==> src/rtl/dac_regctl_pkg.sv <==
package dac_regctl_pkg;
  localparam int CMD_SY_BIT = 0;
  localparam int CMD_SD_BIT = 1;
  localparam int CMD_BG_BIT = 2;

  typedef struct packed {
    logic bg;
    logic sd;
    logic sy;
  } mode_t;

  typedef enum logic [2:0] {
    SEQ_IDLE,
    SEQ_CMD,
    SEQ_LO,
    SEQ_HI,
    SEQ_DONE
  } seq_t;
endpackage

==> src/rtl/dac_rx_seq.sv <==
module dac_rx_seq
  import dac_regctl_pkg::*;
#(
  parameter int DATA_W = 10,
  parameter int BYTE_W = 8
) (
  input  logic              clk,
  input  logic              rst,
  input  logic              clr,
  input  logic              xfer_begin,
  input  logic              byte_stb,
  input  logic [BYTE_W-1:0] byte_data,
  input  logic              bus_start,
  input  logic              bus_stop,
  output mode_t             in_mode,
  output logic [DATA_W-1:0] in_data
);
  localparam int HI_W = DATA_W - BYTE_W;

  seq_t              seq_q;
  logic [BYTE_W-1:0] lo_stage_q;

  always_ff @(posedge clk) begin
    if (rst || clr) begin
      seq_q      <= SEQ_IDLE;
      lo_stage_q <= '0;
      in_mode    <= '0;
      in_data    <= '0;
    end else if (xfer_begin) begin
      seq_q <= SEQ_CMD;
    end else if (bus_start || bus_stop) begin
      seq_q <= SEQ_IDLE;
    end else if (byte_stb) begin
      unique case (seq_q)
        SEQ_CMD: begin
          in_mode.sy <= byte_data[CMD_SY_BIT];
          in_mode.sd <= byte_data[CMD_SD_BIT];
          in_mode.bg <= byte_data[CMD_BG_BIT];
          seq_q      <= SEQ_LO;
        end
        SEQ_LO: begin
          lo_stage_q <= byte_data;
          seq_q      <= SEQ_HI;
        end
        SEQ_HI: begin
          in_data <= {byte_data[HI_W-1:0], lo_stage_q};
          seq_q   <= SEQ_DONE;
        end
        default: seq_q <= seq_q;
      endcase
    end
  end

  assert_abort_keeps_data_R10: assert property (@(posedge clk) disable iff (rst)
    ((bus_start || bus_stop) && !clr) |=> $stable(in_data));

  assert_extra_byte_ignored_R12: assert property (@(posedge clk) disable iff (rst)
    (seq_q == SEQ_DONE && byte_stb && !clr && !xfer_begin) |=> ($stable(in_data) && $stable(in_mode)));
endmodule

==> src/rtl/dac_upd_ctl.sv <==
module dac_upd_ctl
  import dac_regctl_pkg::*;
(
  input  logic  clk,
  input  logic  rst,
  input  mode_t in_mode,
  input  logic  bus_stop,
  input  logic  sync_stb,
  input  logic  sync_flag,
  output logic  clr,
  output logic  code_ld,
  output logic  flag_ld
);
  logic sync_upd;

  always_comb begin
    clr      = sync_stb && !sync_flag;
    sync_upd = sync_stb && sync_flag && in_mode.sy;
    code_ld  = !clr && ((bus_stop && !in_mode.sy) || sync_upd);
    flag_ld  = !clr && (bus_stop || sync_upd);
  end

  assert_stop_in_sync_mode_R5: assert property (@(posedge clk) disable iff (rst)
    (bus_stop && in_mode.sy && !sync_stb) |-> (!code_ld && flag_ld));

  assert_sync_ignored_R7: assert property (@(posedge clk) disable iff (rst)
    (sync_stb && sync_flag && !in_mode.sy && !bus_stop) |-> (!code_ld && !flag_ld && !clr));

  assert_one_cause_R8: assert property (@(posedge clk) disable iff (rst)
    clr |-> !(code_ld || flag_ld));
endmodule

==> src/rtl/dac_out_latch.sv <==
module dac_out_latch
  import dac_regctl_pkg::*;
#(
  parameter int DATA_W = 10
) (
  input  logic              clk,
  input  logic              rst,
  input  logic              clr,
  input  logic              code_ld,
  input  logic              flag_ld,
  input  mode_t             in_mode,
  input  logic [DATA_W-1:0] in_data,
  output logic [DATA_W-1:0] dac_code,
  output logic              pwr_down,
  output logic              ref_sel
);
  always_ff @(posedge clk) begin
    if (rst || clr) begin
      dac_code <= '0;
      pwr_down <= 1'b0;
      ref_sel  <= 1'b0;
    end else begin
      if (code_ld) dac_code <= in_data;
      if (flag_ld) begin
        pwr_down <= in_mode.sd;
        ref_sel  <= in_mode.bg;
      end
    end
  end

  assert_code_only_on_strobe_R11: assert property (@(posedge clk) disable iff (rst)
    (!code_ld && !clr) |=> $stable(dac_code));

  assert_clear_zeroes_R8: assert property (@(posedge clk) disable iff (rst)
    clr |=> (dac_code == '0 && !pwr_down && !ref_sel));

  assert_flags_only_on_strobe_R9: assert property (@(posedge clk) disable iff (rst)
    (!flag_ld && !clr) |=> ($stable(pwr_down) && $stable(ref_sel)));
endmodule

==> src/rtl/dac_regctl.sv <==
module dac_regctl
  import dac_regctl_pkg::*;
#(
  parameter int DATA_W = 10,
  parameter int BYTE_W = 8
) (
  input  logic              clk,
  input  logic              rst,
  input  logic              xfer_begin,
  input  logic              byte_stb,
  input  logic [BYTE_W-1:0] byte_data,
  input  logic              bus_start,
  input  logic              bus_stop,
  input  logic              sync_stb,
  input  logic              sync_flag,
  output logic [DATA_W-1:0] dac_code,
  output logic              pwr_down,
  output logic              ref_sel
);
  mode_t             in_mode;
  logic [DATA_W-1:0] in_data;
  logic              clr;
  logic              code_ld;
  logic              flag_ld;

  dac_upd_ctl u_upd (
    .clk       (clk),
    .rst       (rst),
    .in_mode   (in_mode),
    .bus_stop  (bus_stop),
    .sync_stb  (sync_stb),
    .sync_flag (sync_flag),
    .clr       (clr),
    .code_ld   (code_ld),
    .flag_ld   (flag_ld)
  );

  dac_rx_seq #(.DATA_W(DATA_W), .BYTE_W(BYTE_W)) u_rx (
    .clk        (clk),
    .rst        (rst),
    .clr        (clr),
    .xfer_begin (xfer_begin),
    .byte_stb   (byte_stb),
    .byte_data  (byte_data),
    .bus_start  (bus_start),
    .bus_stop   (bus_stop),
    .in_mode    (in_mode),
    .in_data    (in_data)
  );

  dac_out_latch #(.DATA_W(DATA_W)) u_out (
    .clk      (clk),
    .rst      (rst),
    .clr      (clr),
    .code_ld  (code_ld),
    .flag_ld  (flag_ld),
    .in_mode  (in_mode),
    .in_data  (in_data),
    .dac_code (dac_code),
    .pwr_down (pwr_down),
    .ref_sel  (ref_sel)
  );

  assert_reset_state_R1: assert property (@(posedge clk)
    rst |=> (dac_code == '0 && !pwr_down && !ref_sel && in_mode == '0));
endmodule

==> config.mk <==
export PLATFORM = sky130hd
export DESIGN_NAME = dac_regctl
export DESIGN_NICKNAME = d
export VERILOG_FILES = /design/src/rtl/dac_regctl_pkg.sv /design/src/rtl/dac_rx_seq.sv /design/src/rtl/dac_upd_ctl.sv /design/src/rtl/dac_out_latch.sv /design/src/rtl/dac_regctl.sv
export SDC_FILE = /design/constraint.sdc
export NUM_CORES = 1
export LEC_CHECK = 0
export ABC_CLOCK_PERIOD_IN_PS = 2960
export BUFFER_PORTS_ARGS = -buffer_cell sky130_fd_sc_hd__buf_2
export CAP_MARGIN = 20
export CORE_AREA = 3 3 57 59
export DETAILED_ROUTE_END_ITERATION = 8
export DIE_AREA = 0 0 60 62
export PLACE_DENSITY = 0.88
export SYNTH_ARGS = -nofsm -noshare
export SYNTH_HDL_FRONTEND = slang
export SYNTH_SLANG_ARGS = --single-unit
==> constraint.sdc <==
create_clock -name clk -period 2.96 [get_ports clk]
set_input_delay 0.296 -clock clk [delete_from_list [all_inputs] [get_ports clk]]
set_output_delay 0.296 -clock clk [all_outputs]
set_load 0.01 [all_outputs]
Yosys cells after proc, flatten, opt, wreduce, memory -nomap -nowiden
Cells that the tools add are included.

Word-level logic and storage cells: 41. Input bits: 16. Output and inout port bits: 12. Register bits: 36.

Mux-type cells: 4. Eq/ne operators: 3. Reductions and logical operators: 22. Bitwise logic cells: 2.

Operator list (number): AND reduction 4 bit (3); case mux 3 bit (3 select lines) (1); == test 3 x 2 -> 1 bit, second input constant (2); logical AND 1 bit (6); nonzero test 3 bit (2); nonzero test 5 bit (1); logical OR 1 bit (4); AND reduction 2 bit (2); == test 3 x 1 -> 1 bit, second input constant (1); logical NOT 1 bit (3); 2-to-1 mux 1 bit (3); OR reduction 3 bit (1); inverter 1 bit (2).

Depth between registers and ports, before layout
Gate-level depths: netlist (run 1).

Word-level depth: 5. Depth in mapped cells: 5.

Cells and area by module
A second synthesis (run 1) with hierarchy kept.

Cells, all modules: 143. Area total of the unflattened synthesis: 1431.4 µm².

Modules (own cells, without submodules): dac_rx_seq (area an instance 962.2 µm², cells each 99, sequential area each 480.5 µm², instances 1); dac_out_latch (area an instance 432.9 µm², cells each 39, sequential area each 240.2 µm², instances 1); dac_upd_ctl (area an instance 36.3 µm², cells each 5, sequential area each 0.0 µm², instances 1).

Worst setup path before layout (run 1)
No wires, ideal clock.

Path type: input to register. Start point: input port bus_stop. End point: register u_rx.lo_stage_q[3]. Library setup time: 0.072 ns. Setup slack: 1.666 ns. Arrival time: 1.222 ns. Data required time: 2.888 ns. Cell stages on the path: 5. Cell sequence: or3_1 > buf_6 > nor2b_1 > buf_4 > mux2i_1.

Longest elaborated chain between the ends: 3.

RTL lines: start, declared (RTL line dac_regctl.sv:13) `input logic bus_stop,`; logical OR 1 bit (RTL line dac_rx_seq.sv:31) `end else if (bus_start || bus_stop) begin`; inverter 1 bit (no line); AND reduction 4 bit (no line); end signal, assigned (RTL line dac_rx_seq.sv:42) `lo_stage_q <= byte_data;`; end, declared (RTL line dac_rx_seq.sv:21) `logic [BYTE_W-1:0] lo_stage_q;`.

Every way passes these cells. A chain may end at the register's enable or synchronous reset.

Final worst setup path (run 1)
Start point: register u_rx.seq_q[1]. End point: register u_rx.lo_stage_q[5].

Longest elaborated chain between the ends: 2.

RTL lines: start, declared (RTL line dac_rx_seq.sv:20) `seq_t seq_q;`; start signal, assigned (RTL line dac_rx_seq.sv:49) `default: seq_q <= seq_q;`; == test 3 x 2 -> 1 bit (RTL line dac_rx_seq.sv:34) `unique case (seq_q)`; AND reduction 4 bit (no line).

Every way passes these cells.

==> flow_metrics.tcl, run 1 <==
set metrics [dict create \
    htree_levels 2 \
    die_area_um2 3720 \
    dp.cells 191 \
    die_w_um 60 \
    ys_seq_area_share_pct 45.5 \
    vias 1151 \
    pin_count 28 \
    grt_max_degree 42 \
    synth.distinct_cells 22 \
    cts_made_buffers 5 \
    layout.nets 183 \
    ant_nets 0 \
    gp_congestion 0.769 \
    synthCells 143 \
    grt_pass1_wl_um 5110 \
    crit_slowest_cell "nor2b_1" \
    clk_latency_ps 340 \
    min_path_type "input port to register" \
    num_rows 19 \
    clk_path_buf_depth 2 \
    post-route-period-util_pct 54.3 \
    cts_setup_buffers 0 \
    start_util_pct 57.4 \
    cp-start-kind "register" \
    grtUsageTotal_pct 18.9 \
    die_h_um 62 \
    endpoint_kind "register" \
    avgRoutedWirePerCell_um 15.2 \
    cts-root-buf "clkbuf_4" \
    cts.clk_slew.worst_paths_ps 90 \
    startpoint "u_rx.seq_q[1]" \
    syn-mean-instance-area_um2 11.1 \
    slew_headroom_pct 53.5 \
    cts_resized 0 \
    rsz0062_at_grt "no" \
    fmax_ghz 0.622 \
    drv_slew 0 \
    hpwl_um 2130 \
    drt_wl_total_um 3000 \
    min_from "bus_start" \
    path_cells "and4bb_2 > nor2b_1 > mux2i_1" \
    antenna_found_initial 0 \
    skew_ps 3.73 \
    slowest_delay_ps 490 \
    cellPowerDensity_nw_per_um2 443 \
    p_leak_uw 0.000719 \
    synthesis.nets 159 \
    gr-total-overflow 0 \
    route.detailed.drc 0 \
    cts_sinks 36 \
    core-area_um2 2760 \
    crit_required_ps 3230 \
    crit_family "simple AND/OR/NAND/NOR gates" \
    status "complete, no violations" \
    viasPerCell 5.81 \
    syn_to_final_growth_pct 11.2 \
    finalHoldViolations 0 \
    yosys_warnings 0 \
    setup-tns-final_ps 0 \
    cts_hold_buf 0 \
    critPathKind "register to register" \
    period_minus_slack_ps 1610 \
    first_global_vias 1168 \
    mappedNetlistArea_um2 1580 \
    port_buffers 27 \
    ys_ff_latch 36 \
    finalNonFillerCells 198 \
    drive_gt1_share_pct 23.4 \
    drtIter0Drc 35 \
    dr.pass1.iters 5 \
    tightest_slew_ps 697 \
    n_antenna_cell 0 \
    r2r-start "u_rx.seq_q[1]" \
    path_max_fanout 5 \
    worstPathArrival_ps 1870 \
    path_buf_inv 0 \
    cts_tree "yes" \
    finalSetupViolations 0 \
    cap_viol_max_count 0 \
    vdd_drop_max_mv 0.412 \
]
-- area by class of cell --
cell class | instances | area (um^2)
Fill cell | 209 | 996
Multi-Input combinational cell | 95 | 806
Sequential cell | 36 | 721
Timing Repair Buffer | 29 | 150
Clock buffer | 6 | 41.3
Tap cell | 31 | 38.8
Clock inverter | 1 | 5.00
-- metrics by stage --
step	total power (uW)	utilization, %	setup WS, ps	cell area, um^2	hold WS, ps
final	781	63.9	1350	1760	157
after global routing	818	63.9	1290	1760	163
after CTS	786	63.9	1340	1760	157
after detailed placement	556	62.2	1120	1720	485
after global placement	554	62.2	1230	1720	475
after floorplan	538	-	1670	1580	398
-- per-layer routing --
metal  routed length (um)  track usage [%]  up-vias
met5                    0                0        -
met4                   80             9.18        0
met3                  140             6.20       10
met2                 1440             30.4       25
met1                 1340             22.8      551
li1                     -                -      565
-- cells in the final DEF, fill, tap and decap left out --
cell,netlist,routed
nor2_1,2,2
clkinv_2,0,1
dfxtp_1,36,36
nor2_8,1,1
nor3_1,2,2
xor2_1,1,1
clkbuf_4,0,5
nand2b_1,4,4
and4bb_2,1,1
o211ai_1,1,1
buf_2,1,27
buf_4,1,2
or3_1,1,1
nand4b_1,1,1
mux2i_1,33,33
a31oi_1,1,1
o41ai_1,1,1
nand3b_1,41,41
nand2b_4,1,1
nor2b_1,1,1
a21oi_1,2,2
clkbuf_1,9,1
nor3_4,1,1
-- worst paths after layout --
| kind | endpoint | cells past startpoint | slack (ps) |
|---|---|---|---|
| worst max-delay path | u_rx.lo_stage_q[5] | 3 | 1350 |
| worst min-delay path | u_rx.seq_q[0] | 2 | 160 |
| worst max register to register | u_rx.lo_stage_q[5] | 3 | 1350 |
| worst min register to register | u_out.dac_code[1] | 2 | 500 |
-- sequential cells by signal, indices dropped and copies added, names as in the netlist --
signal,count
u_out.dac_code,10
u_out.pwr_down,1
u_out.ref_sel,1
u_rx.in_data,10
u_rx.in_mode,3
u_rx.lo_stage_q,8
u_rx.seq_q,3
-- cell usage after synthesis --
library cell   n  area share, %
nor2_8         1            1.3
nand2b_1       4            1.6
a21oi_1        2           0.63
and4bb_2       1           0.79
o211ai_1       1           0.47
nor3_4         1            1.0
nor2_1         2           0.47
clkbuf_1       9            2.1
nand2b_4       1           0.87
mux2i_1       33             21
xor2_1         1           0.55
o41ai_1        1           0.55
or3_1          1           0.40
nand3b_1      41             19
nand4b_1       1           0.55
a31oi_1        1           0.40
nor2b_1        1           0.40
buf_4          1           0.47
buf_2          1           0.32
buf_6          1           0.71
dfxtp_1       36             45
nor3_1         2           0.63
-- kinds of logic after synthesis --
group	after synthesis	synth area share (%)
buffers and inverters	12	3.63
xor gates and xnor gates	1	0.553
AOI/OAI and AO/OA	5	2.05
muxes	33	20.9
DFF	36	45.5
and+or+nand+nor	56	27.4
-- power by group --
| part | leakage [uW] | total [uW] | internal, uW | switching, uW |
|---|---|---|---|---|
| Clock | 0.0000281 | 236 | 87.3 | 149 |
| Combinational | 0.000400 | 58.8 | 26.6 | 32.2 |
| Sequential | 0.000290 | 486 | 485 | 1.22 |
| Total | 0.000719 | 781 | 599 | 182 |
Note: power is estimated with default switching activity, not from simulation.
==> run 2: changes to the inputs <==
Settings changed: ABC_AREA set to 1, ABC_CLOCK_PERIOD_IN_PS 2960 to 1300, CORE_AREA 3 3 57 59 to 3 3 61 63, DIE_AREA 0 0 60 62 to 0 0 64 66, PLACE_DENSITY 0.88 to 0.8.
Clock period 2.96 ns to 1.3 ns, I/O delays scaled along.
==> run 2 against run 1 <==
Die area is 14% higher. Clock power up 120%. Routed wire length fell by 14%. Flip-flop and latch count unchanged. Synthesized cell count up 52%. First-iteration DRC count up 54%. Global-route usage fell by 4.7 points. Sequential power grew 130%. Sequential share of layout area shrank 0.49 points. Synthesized area is 3.5% lower. Non-clock buffer count increased by 4. Critical path type unchanged.
==> flow_metrics.tcl, run 2 <==
set metrics [dict create \
    layout_common_cells "61 x nand2_1, 44 x nor2_1, 36 x dfxtp_1, 27 x inv_1, 27 x buf_2" \
    drt_wl_total_um 2580 \
    grt_max_degree 21 \
    finalHoldViolations 0 \
    drive_gt1_share_pct 18.5 \
    final_common_cell "nand2_1" \
    route.detailed.drc 0 \
    met2_length_um 1200 \
    nFillCells 317 \
    cp-start-kind "register" \
    endpoint_kind "register" \
    die_w_um 64 \
    yosys.area.top_type "dfxtp_1" \
    ant_nets 0 \
    worstPathArrival_ps 1340 \
    reg_top3 "u_out.dac_code x10, u_rx.in_data x10, u_rx.lo_stage_q x8" \
    min_from "rst" \
    synthCells 218 \
    cts-root-buf "clkbuf_4" \
    cellPowerDensity_nw_per_um2 986 \
    mappedNetlistArea_um2 1530 \
    grtUsageTotal_pct 14.2 \
    layout.nets 265 \
    async_flop_share_pct 0 \
    htree_levels 2 \
    start_util_pct 46.6 \
    n_antenna_cell 0 \
    ys_seq_area_share_pct 47.1 \
    antenna_found_initial 0 \
    cts_tree "yes" \
    first_global_vias 1206 \
    viasPerCell 4.43 \
    core-area_um2 3280 \
    synthTopCellsByCount "61 x nand2_1, 44 x nor2_1, 36 x dfxtp_1, 27 x inv_1, 14 x a21oi_1" \
    port_buffers 27 \
    yosys_warnings 0 \
    period_minus_slack_ps 1120 \
    wl_met3_um 109 \
    synth.top_cell.area_share_pct 47.1 \
    cap_viol_max_count 0 \
    min_path_cells 4 \
    path_max_fanout 20 \
    drtIter0Drc 54 \
    finalSetupViolations 0 \
    cts_made_buffers 5 \
    hpwl_um 1920 \
    gr-total-overflow 0 \
    cts_hold_buf 0 \
    slew_headroom_pct 74.2 \
    num_rows 21 \
    setup-tns-final_ps 0 \
    finalNonFillerCells 295 \
    synth_area_leaders "dfxtp_1 47%, nand2_1 15%, nor2_1 11%" \
    min_path_type "input port to register" \
    r2r-start "u_rx.seq_q[2]" \
    top_layer_used "met4" \
    synth_edf_count 0 \
    vdd_drop_max_mv 0.478 \
    p_leak_uw 0.000737 \
    cts.clk_slew.worst_paths_ps 90 \
    fmax_ghz 0.893 \
    clk_path_buf_depth 2 \
    startpoint "u_rx.seq_q[2]" \
    syn-mean-instance-area_um2 7.01 \
    synth.distinct_cells 17 \
    avgRoutedWirePerCell_um 8.74 \
    dr.pass1.iters 4 \
    ys_ff_latch 36 \
    status "complete, no violations" \
    post-route-period-util_pct 86.1 \
    cts_sinks 36 \
    gp_congestion 0.750 \
    grt_pass1_wl_um 4810 \
    die_h_um 66 \
    yosysMostFrequentCell "nand2_1" \
    critPathKind "register to register" \
    wl_met1_um 1230 \
    regArea_um2 721 \
    tightest_slew_ps 386 \
    crit_required_ps 1520 \
    syn_to_final_growth_pct 16.6 \
    drv_slew 0 \
    dp.cells 287 \
    vias 1308 \
    die_area_um2 4220 \
    pin_count 28 \
    clk_latency_ps 320 \
    rsz0062_at_grt "no" \
    synth_flop_cell "dfxtp_1" \
    r2r_cells 7 \
    multiInputGateArea_um2 652 \
    skew_ps 7.05 \
    synthesis.nets 234 \
]
run 2: cells by family (layout without fill, tap and decap cells):
family | count (synthesis) | after routing | share of synthesized area [%]
buffers and inverters | 36 | 67 | 10.2
and+or+nand+nor | 131 | 131 | 37.7
DFF | 36 | 36 | 47.1
AOI/OAI and AO/OA | 15 | 15 | 4.91
run 2: where the power goes:
group	leakage (uW)	internal, uW	total (uW)	switching [uW]
sequential	0.000290	1100	1110	2.80
combinational	0.000419	47.5	130	82.9
clock	0.0000281	199	521	322
run 2: per-layer routing:
layer / vias to the layer above / global-route usage, %
met5: - / 0
met4: 0 / 4.85
met3: 4 / 4.59
met2: 23 / 24.6
met1: 549 / 16.3
li1: 732 / -
run 2: what timing repair did:
| action | 4_1_cts | 5_1_grt |
|---|---|---|
| endpoints found under the setup margin | 0 | 2 |
| gates resized for setup | 0 | 0 |
| buffers inserted | 0 | 1 |
run 2: worst max-delay path, stage by stage (launching register included):
cell and delay, ps:
dfxtp_1 310, inv_1 120, nand3_1 110, nor2_2 170, buf_12 160, nand2_1 60
nand2_1 50, nor2_1 40
run 2: cell type report:
type                       instances  share of cell area (%)
tap                               46                    3.23
timing repair buffer              33                    11.5
clock inverter                     1                   0.281
inverter                          27                    5.68
sequential                        36                    40.4
clock buffer                       6                    2.32
multi-input combinational        146                    36.6
run 2: worst paths after layout:
kind / slack, ps / endpoint
min reg2reg: 460 / u_out.dac_code[5]
min: 70 / u_rx.in_mode[2]
max reg2reg: 180 / u_rx.in_data[1]
max: 180 / u_rx.in_data[1]
run 2: through the flow:
stage | setup WS (ps) | utilization (%) | power [uW] | hold slack (ps) | instance area, um^2
after floorplan | 241 | - | 1220 | 283 | 1530
after global placement | 160 | 52.3 | 1260 | 412 | 1720
after detailed placement | 118 | 52.3 | 1260 | 416 | 1720
after CTS | 102 | 53.7 | 1780 | 64.8 | 1760
after global routing | 52.6 | 54.3 | 1850 | 61.1 | 1780
final | 180 | 54.3 | 1760 | 72.9 | 1780
